**src/rtl/irqc_pkg.sv**
```systemverilog
package irqc_pkg;
    localparam int WORD_W = 32;
    localparam int ADDR_W = 5;

    localparam logic [ADDR_W-1:0] OFF_STAT   = 5'h00;
    localparam logic [ADDR_W-1:0] OFF_PEND   = 5'h04;
    localparam logic [ADDR_W-1:0] OFF_EN     = 5'h08;
    localparam logic [ADDR_W-1:0] OFF_ACK    = 5'h0C;
    localparam logic [ADDR_W-1:0] OFF_SETEN  = 5'h10;
    localparam logic [ADDR_W-1:0] OFF_CLREN  = 5'h14;
    localparam logic [ADDR_W-1:0] OFF_VEC    = 5'h18;
    localparam logic [ADDR_W-1:0] OFF_MASTER = 5'h1C;

    localparam int BIT_ME  = 0;
    localparam int BIT_HIE = 1;

    typedef struct packed {
        logic [WORD_W-1:0] status;
        logic [WORD_W-1:0] enable;
        logic              me;
        logic              hie;
    } regs_t;
endpackage

```
**src/rtl/irqc_capture.sv**
```systemverilog
module irqc_capture #(
    parameter int          N_SRC     = 32,
    parameter logic [31:0] EDGE_MASK = 32'h0
) (
    input  logic             clk,
    input  logic             rst_n,
    input  logic [N_SRC-1:0] src_i,
    output logic [N_SRC-1:0] set_o
);
    logic [N_SRC-1:0] prev_d, prev_q;

    always_comb begin
        prev_d = src_i;
    end

    always_ff @(posedge clk or negedge rst_n) begin
        if (!rst_n) prev_q <= '0;
        else        prev_q <= prev_d;
    end

    for (genvar i = 0; i < N_SRC; i++) begin : g_line
        if (EDGE_MASK[i]) begin : g_edge
            assign set_o[i] = src_i[i] & ~prev_q[i];
            // a rising edge cannot be reported on two consecutive cycles
            a_r8_edge_single: assert property (@(posedge clk) disable iff (!rst_n)
                set_o[i] |=> !set_o[i]);
        end else begin : g_level
            assign set_o[i] = src_i[i];
        end
    end
endmodule

```
**src/rtl/irqc_prio.sv**
```systemverilog
module irqc_prio #(
    parameter int N_SRC = 32,
    parameter int OUT_W = 32
) (
    input  logic [N_SRC-1:0] req_i,
    output logic [OUT_W-1:0] idx_o
);
    always_comb begin
        idx_o = '1;
        for (int i = N_SRC - 1; i >= 0; i--) begin
            if (req_i[i]) idx_o = OUT_W'(i);
        end
    end
endmodule

```
**src/rtl/irqc_top.sv**
```systemverilog
module irqc_top
    import irqc_pkg::*;
#(
    parameter int          N_SRC     = 32,
    parameter logic [31:0] EDGE_MASK = 32'h0
) (
    input  logic              clk,
    input  logic              rst_n,
    input  logic [N_SRC-1:0]  irq_src_i,
    input  logic [4:0]        reg_addr_i,
    input  logic              reg_we_i,
    input  logic [31:0]       reg_wdata_i,
    output logic [31:0]       reg_rdata_o,
    output logic              irq_o
);
    localparam logic [WORD_W-1:0] VALID_MASK =
        (N_SRC >= WORD_W) ? {WORD_W{1'b1}} : ((WORD_W'(1) << N_SRC) - WORD_W'(1));

    regs_t r_d, r_q;
    logic [N_SRC-1:0]  set_w;
    logic [WORD_W-1:0] set_ext;
    logic [WORD_W-1:0] pending_w;
    logic [WORD_W-1:0] vec_w;
    logic              ack_wr;

    irqc_capture #(.N_SRC(N_SRC), .EDGE_MASK(EDGE_MASK)) u_cap (
        .clk   (clk),
        .rst_n (rst_n),
        .src_i (irq_src_i),
        .set_o (set_w)
    );

    always_comb begin
        set_ext = '0;
        set_ext[N_SRC-1:0] = set_w;
    end

    assign pending_w = r_q.status & r_q.enable;

    irqc_prio #(.N_SRC(N_SRC), .OUT_W(WORD_W)) u_prio (
        .req_i (pending_w[N_SRC-1:0]),
        .idx_o (vec_w)
    );

    assign ack_wr = reg_we_i && (reg_addr_i == OFF_ACK);

    always_comb begin
        r_d = r_q;
        if (reg_we_i) begin
            case (reg_addr_i)
                OFF_STAT:   if (!r_q.hie) r_d.status = reg_wdata_i;
                OFF_EN:     r_d.enable = reg_wdata_i;
                OFF_ACK:    r_d.status = r_q.status & ~reg_wdata_i;
                OFF_SETEN:  r_d.enable = r_q.enable | reg_wdata_i;
                OFF_CLREN:  r_d.enable = r_q.enable & ~reg_wdata_i;
                OFF_MASTER: begin
                    r_d.me  = reg_wdata_i[BIT_ME];
                    r_d.hie = r_q.hie | reg_wdata_i[BIT_HIE];
                end
                default: ;
            endcase
        end
        r_d.status = (r_d.status | set_ext) & VALID_MASK;
        r_d.enable = r_d.enable & VALID_MASK;
    end

    always_ff @(posedge clk or negedge rst_n) begin
        if (!rst_n) r_q <= '0;
        else        r_q <= r_d;
    end

    always_comb begin
        case (reg_addr_i)
            OFF_STAT:   reg_rdata_o = r_q.status;
            OFF_PEND:   reg_rdata_o = pending_w;
            OFF_EN:     reg_rdata_o = r_q.enable;
            OFF_VEC:    reg_rdata_o = vec_w;
            OFF_MASTER: reg_rdata_o = {30'b0, r_q.hie, r_q.me};
            default:    reg_rdata_o = '0;
        endcase
    end

    assign irq_o = r_q.me & r_q.hie & (|pending_w);

    // a vector other than all ones names a pending line
    a_r5_vector_pending: assert property (@(posedge clk) disable iff (!rst_n)
        (vec_w != '1) |-> pending_w[vec_w[4:0]]);

    // hardware enable never drops once set
    a_r10_hie_sticky: assert property (@(posedge clk) disable iff (!rst_n)
        r_q.hie |=> r_q.hie);

    // with hardware enable set, status moves only by capture or acknowledge
    a_r10_status_hw_only: assert property (@(posedge clk) disable iff (!rst_n)
        (r_q.hie && !ack_wr && (set_w == '0)) |=> $stable(r_q.status));

    for (genvar i = 0; i < N_SRC; i++) begin : g_lvl_chk
        if (!EDGE_MASK[i]) begin : g_chk
            // a high level line is latched on the next edge
            a_r9_level_latch: assert property (@(posedge clk) disable iff (!rst_n)
                irq_src_i[i] |=> r_q.status[i]);
        end
    end
endmodule

```
**config.mk**
```make
export PLATFORM = sky130hd
export DESIGN_NAME = irqc_top
export DESIGN_NICKNAME = d
export VERILOG_FILES = /design/src/rtl/irqc_pkg.sv /design/src/rtl/irqc_capture.sv /design/src/rtl/irqc_prio.sv /design/src/rtl/irqc_top.sv
export SDC_FILE = /design/constraint.sdc
export NUM_CORES = 1
export LEC_CHECK = 0
export ABC_AREA = 1
export BUFFER_PORTS_ARGS = -buffer_cell sky130_fd_sc_hd__buf_2
export CAP_MARGIN = 0
export CORE_MARGIN = 3
export CORE_UTILIZATION = 30
export CTS_BUF_LIST = sky130_fd_sc_hd__clkbuf_8
export CTS_CLUSTER_SIZE = 14
export DETAILED_ROUTE_END_ITERATION = 8
export GPL_ROUTABILITY_DRIVEN = 1
export PLACE_DENSITY = 0.58
export SLEW_MARGIN = 20
export SYNTH_ARGS = -nofsm -noshare
export SYNTH_HDL_FRONTEND = slang
export SYNTH_SLANG_ARGS = --single-unit
```
**constraint.sdc**
```tcl
create_clock -name clk -period 2.8 [get_ports clk]
set_input_delay 0.56 -clock clk [delete_from_list [all_inputs] [get_ports clk]]
set_output_delay 0.56 -clock clk [all_outputs]
set_load 0.005 [all_outputs]
```
==> impl_metrics.json, run 1 <==
{
  "period_share_pct": 110,
  "path_max_fanout": 2,
  "die_area_um2": 16000,
  "synth-edff-count": 0,
  "drive_above_1_share_pct": 34.1,
  "rows": 43,
  "largest-register": "r_q",
  "largest_reg_flops": 66,
  "fin_skew_ps": 12.4,
  "drt_first_pass_iters": 5,
  "dieWidth_um": 127,
  "crit_path_max_incr_delay_ps": 390,
  "syn_nets": 659,
  "synth-compound-area-share_pct": 35.1,
  "slew_headroom_pct": 51.9,
  "yosys_warnings": 0,
  "finalPower_mw": 3.04,
  "nets": 801,
  "yosysSeqAreaShare_pct": 37.9,
  "crit_top_cell": "nand2_1",
  "yosysMostFrequentCell": "inv_1",
  "hold_ws_ps": 205,
  "wl_per_cell_um": 19.0,
  "vias_per_cell": 5.66,
  "antenna_found_initial": 0,
  "reg2reg_from": "r_q[0]$_DFFE_PN0P_",
  "cp.arrival_ps": 2520,
  "synthXorXnorAreaFrac_pct": 0,
  "synthMuxAreaShare_pct": 0,
  "synth_commonest_cells": "105 x inv_1, 85 x nand2_1, 80 x a21oi_1, 66 x dfrtp_1, 47 x o221ai_1",
  "multi_input_area_um2": 2600,
  "coreArea_um2": 14000,
  "peakVddDrop_v": 0.000239,
  "rsz0062_at_grt": "true",
  "first_iter_violations": 319,
  "critPathLaunch": "r_q[32]$_DFFE_PN0P_",
  "worst_pin_slew_ps": 721,
  "synth_adder_area_share_pct": 0,
  "cp_slowest_cell": "dfrtp_1",
  "place_congestion": 0.909,
  "htreeDepth": 3,
  "violations": "setup timing",
  "clkSinkCount": 66,
  "via_count": 5175,
  "hold_violations": 0,
  "synthCells": 587,
  "ys_async_sr_fraction_pct": 100,
  "clk_pin_slew_ps": 80,
  "cts_root_buf": "clkbuf_8",
  "remaining_drc_errors": 0,
  "synth_top_area_share_pct": 37.9,
  "fmax_ghz": 0.325,
  "die_h_um": 127,
  "synth_cell_type_count": 30,
  "grt.overflow.total": 0,
  "p_leak_nw": 3.10,
  "place_area_um2": 5330,
  "drv_slew": 0,
  "fill_cells": 1429,
  "finalSetupTns_ps": -278,
  "io_pins": 105,
  "ys_ff_latch": 66,
  "end_kind": "output pin",
  "setup-violations-final": 1,
  "cts_tree": "built",
  "startpoint_type": "flop",
  "place_inst": 875,
  "portBuffers": 104,
  "status": "finished with violations",
  "synth_ff_type": "dfrtp_1",
  "clk_path_buf_depth": 2,
  "initial_core_util_pct": 31.1,
  "synth_top_family_by_area": "compound AO/OA/AOI/OAI gates",
  "min_path_type": "input port to async pin",
  "design_area_um2": 6160,
  "numCtsBuffers": 9,
  "cp.required_ps": 2240,
  "preCtsSetupSlack_ps": -27.4,
  "maxCapViolations": 0,
  "grt_pass1_vias": 5227,
  "netlist_area_um2": 4360,
  "antenna_left": 0,
  "drt-total-wl_um": 17400,
  "syn_to_final_growth_pct": 41.3,
  "grt_pass1_wl_um": 26700,
  "period_minus_slack_ps": 3080,
  "insertedDiodeCount": 0,
  "grt_usage_pct": 20.8,
  "ctsHoldBuffers": 0,
  "grt_max_degree": 28,
  "fin_cells": 914,
  "synth.area.top_cells": "dfrtp_1 38%, o221ai_1 9.4%, a21oi_1 9.2%, inv_1 9.0%, nand2_1 7.3%",
  "fin_util_pct": 43.9,
  "synth_simple_gate_area_share_pct": 14.7,
  "reg_top3": "r_q (66)",
  "synth.largest_area_cell": "dfrtp_1",
  "p_per_area_nw_per_um2": 493,
  "setup_ws_ps": -278,
  "criticalPathCategory": "flop to output pin",
  "worstSkewPairLatency_ps": 360,
  "seqCellArea_um2": 1650,
  "dp.final_hpwl_um": 11300,
  "avgSynthCellArea_um2": 7.43
}
worst paths after layout:
kind / to / slack, ps / cells past startpoint
max: reg_rdata_o[0] / -280 / 34
min: r_q[54]$_DFF_PN0_ / 210 / 1
max reg2reg: r_q[65]$_DFF_PN0_ / 1050 / 4
min reg2reg: r_q[1]$_DFFE_PN0P_ / 550 / 2
max in group asynchronous: r_q[29]$_DFFE_PN0P_ / 1810 / 2
min in group clk: r_q[45]$_DFF_PN0_ / 390 / 2
cell families (layout without fill, tap and decap cells):
| logic type | Yosys count | in the layout |
|---|---|---|
| buffers and inverters | 143 | 290 |
| AOI/OAI and AO/OA | 229 | 229 |
| DFF | 66 | 66 |
| and+or+nand+nor | 149 | 149 |
power by group:
group / total (mW) / leakage [nW] / internal, mW / switching [mW]
logic: 0.965 / 2.30 / 0.387 / 0.577
registers: 1.22 / 0.698 / 1.09 / 0.124
clock network: 0.856 / 0.103 / 0.437 / 0.419
total: 3.04 / 3.10 / 1.92 / 1.12
layout make-up:
| cell class | count | area share, % |
|---|---|---|
| multi-input combinational | 378 | 42.2 |
| clock inverter | 6 | 1.06 |
| inverter | 109 | 6.64 |
| tap | 180 | 3.66 |
| timing repair buffer | 165 | 17.4 |
| sequential | 66 | 26.8 |
| clock buffer | 10 | 2.23 |
layer usage:
layer	GRT usage, %	vias up	wire length [um]
met3	3.24	41	1250
li1	-	2387	-
met2	34.6	255	8290
met4	8.64	0	475
met1	26.9	2492	7340
met5	0	-	0
critical path: cells and delay by family (launching register included):
kind / cells / cell delay, ps
and+or+nand+nor: 32 / 1620
buffers and inverters: 2 / 150
DFF: 1 / 390
cells in the final DEF (no fill, tap or decap), types with 2 or more instances in the layout:
cell	count
a21oi_1	79
a221o_1	22
a221oi_1	3
a31oi_1	4
buf_12	6
buf_2	104
buf_4	52
buf_8	2
clkbuf_8	10
clkinv_2	2
dfrtp_1	66
inv_1	105
inv_2	4
nand2_1	65
nand2_2	18
nand2_4	6
nand3_1	30
nor2_1	14
nor2_2	5
nor3_1	4
nor4_4	2
o211ai_1	2
o21ai_0	14
o21ai_1	9
o21bai_1	2
o221ai_1	20
o221ai_2	17
o221ai_4	10
o22ai_1	36
o31ai_1	3
or2_1	2
timing repair:
item                                    CTS  global route
endpoints found under the setup margin   31            32
setup buffers                            13             8
gates cloned                              2             0
pin swaps                                 6            10
gates resized for setup                  20            67
(Power assumes the default switching activity.)
==> inputs of run 2 (changes only) <==
--- a/config.mk
+++ b/config.mk
@@ -9,13 +9,12 @@
 export BUFFER_PORTS_ARGS = -buffer_cell sky130_fd_sc_hd__buf_2
 export CAP_MARGIN = 0
 export CORE_MARGIN = 3
-export CORE_UTILIZATION = 30
+export CORE_UTILIZATION = 55
 export CTS_BUF_LIST = sky130_fd_sc_hd__clkbuf_8
 export CTS_CLUSTER_SIZE = 14
 export DETAILED_ROUTE_END_ITERATION = 8
 export GPL_ROUTABILITY_DRIVEN = 1
-export PLACE_DENSITY = 0.58
-export SLEW_MARGIN = 20
+export PLACE_DENSITY = 0.9
 export SYNTH_ARGS = -nofsm -noshare
 export SYNTH_HDL_FRONTEND = slang
 export SYNTH_SLANG_ARGS = --single-unit
==> impl_metrics.json, run 2 (synthesized netlist as in run 1, its figures left out) <==
{
  "p_seq_share_pct": 42.0,
  "p_per_area_nw_per_um2": 516,
  "cp.arrival_ps": 2770,
  "ctsHoldBuffers": 0,
  "startpoint_type": "flop",
  "finalSetupTns_ps": -577,
  "largest_reg_flops": 66,
  "dp.final_hpwl_um": 10100,
  "design_area_um2": 5660,
  "p_leak_nw": 2.99,
  "fmax_ghz": 0.300,
  "period_minus_slack_ps": 3330,
  "end_kind": "output pin",
  "clk_pin_slew_ps": 70,
  "insertedDiodeCount": 0,
  "cp.required_ps": 2240,
  "initial_core_util_pct": 58.3,
  "pwr-share-comb_pct": 30.1,
  "nets": 797,
  "peakVddDrop_v": 0.000286,
  "numCtsBuffers": 9,
  "htreeDepth": 3,
  "die_h_um": 95.1,
  "coreArea_um2": 7490,
  "path_max_fanout": 3,
  "remaining_drc_errors": 0,
  "cp_slowest_cell": "dfrtp_1",
  "hold_violations": 0,
  "seqCellArea_um2": 1650,
  "drv_slew": 0,
  "fin_skew_ps": 6.42,
  "crit_path_max_incr_delay_ps": 410,
  "syn_to_final_growth_pct": 29.9,
  "reg2reg_depth": 4,
  "switchingPower_mw": 1.07,
  "wl_per_cell_um": 19.6,
  "rows": 31,
  "portBuffers": 104,
  "grt_usage_pct": 34.3,
  "crit_top_cell": "nand2_1",
  "die_area_um2": 9030,
  "status": "finished with violations",
  "worst_pin_slew_ps": 741,
  "setup-violations-final": 7,
  "grt_pass1_vias": 5175,
  "setup_ws_ps": -532,
  "grt.overflow.total": 0,
  "clk_path_buf_depth": 2,
  "clkSinkCount": 66,
  "final_cell_mix": "106 x inv_1, 104 x buf_2, 79 x a21oi_1",
  "drt-total-wl_um": 16200,
  "place_area_um2": 5150,
  "largest-register": "r_q",
  "criticalPathCategory": "flop to output pin",
  "min_path_type": "input port to async pin",
  "final_common_cell": "inv_1",
  "worstSkewPairLatency_ps": 370,
  "reg2reg_from": "r_q[0]$_DFFE_PN0P_",
  "drt_first_pass_iters": 6,
  "maxCapViolations": 0,
  "reg_top3": "r_q (66)",
  "drive_above_1_share_pct": 29.5,
  "via_count": 5453,
  "io_pins": 105,
  "antenna_left": 0,
  "antenna_found_initial": 0,
  "violations": "setup timing",
  "internal_power_mw": 1.85,
  "slew_headroom_pct": 50.6,
  "cts_tree": "built",
  "rr_endpoint": "r_q[46]$_DFF_PN0_",
  "first_iter_violations": 722,
  "multi_input_area_um2": 2290,
  "dieWidth_um": 95.1,
  "swShare_pct": 36.6,
  "place_congestion": 0.944,
  "vias_per_cell": 6.59,
  "rrSetupSlack_ps": 1020,
  "pwr-share-clk_pct": 28.0,
  "rsz0062_at_grt": "true",
  "grt_pass1_wl_um": 24100,
  "grt_max_degree": 39,
  "cts_root_buf": "clkbuf_8",
  "period_share_pct": 119,
  "fill_cells": 513
}
## run 2: changes by cell type in the layout (fill, tap and decap cells not counted), sizes merged
cell | previous run | this run
clkinv | 3 | 2
buf | 165 | 161
clkinvlp | 1 | 0
inv | 110 | 111
## run 2: worst max path at each step
stage                            to  cells past startpoint  slack, ps                start
floorplan           reg_rdata_o[24]                      9        270        reg_addr_i[1]
global placement     reg_rdata_o[2]                     12         90        reg_addr_i[1]
detailed placement  reg_rdata_o[21]                     10         60        reg_addr_i[1]
CTS                  reg_rdata_o[0]                     34       -320  r_q[32]$_DFFE_PN0P_
global route         reg_rdata_o[0]                     34       -810  r_q[32]$_DFFE_PN0P_
finish               reg_rdata_o[0]                     33       -530  r_q[31]$_DFFE_PN0P_
## run 2: power groups by stage
stage | registers [mW] | clock network (mW) | logic (mW)
after floorplan | 1.20 | 0 | 0.507
after global placement | 1.22 | 0 | 0.708
after detailed placement | 1.23 | 0 | 0.739
final | 1.23 | 0.818 | 0.879
after CTS | 1.22 | 0.809 | 0.766
after global routing | 1.24 | 0.858 | 0.965
## run 2: cell type report
cell class              count  area share, %
inverters                 109           7.22
clock inverters             5          0.839
multi-input cells         378           40.5
repair buffers            161           17.7
well taps                  99           2.19
clock buffers              10           2.43
flip-flops and latches     66           29.2
## run 2: worst max-delay path: cells and delay by family, from the launching register on
kind	cells	cell delay [ps]
buffers and inverters	1	130
and+or+nand+nor	32	1860
DFF	1	410
## run 2: timing repair
action                                  in CTS  in global routing
hold endpoints to repair                     0                  0
buffers inserted                             5                 21
pin swaps                                    4                 13
endpoints found under the setup margin      28                 32
gates cloned                                 2                  0
gates resized for setup                     12                 27
## run 2: per-layer routing
layer | up-vias | routed length [um] | GRT usage [%]
met1 | 2493 | 5660 | 42.2
met3 | 78 | 2280 | 9.55
li1 | 2376 | - | -
met5 | - | 0 | 0
met2 | 506 | 7610 | 54.4
met4 | 0 | 649 | 19.4
## run 2: metrics by stage
step / total power, mW / worst slack (ps) / hold WS, ps / utilization (%) / instances
floorplan: 1.70 / 266 / 264 / - / 587
finish: 2.92 / -532 / 255 / 75.7 / 828
detailed placement: 1.97 / 59.2 / 507 / 68.8 / 785
global route: 3.06 / -813 / 294 / 75.7 / 828
CTS: 2.79 / -322 / 272 / 72.5 / 807
global placement: 1.93 / 88.4 / 503 / 68.8 / 785
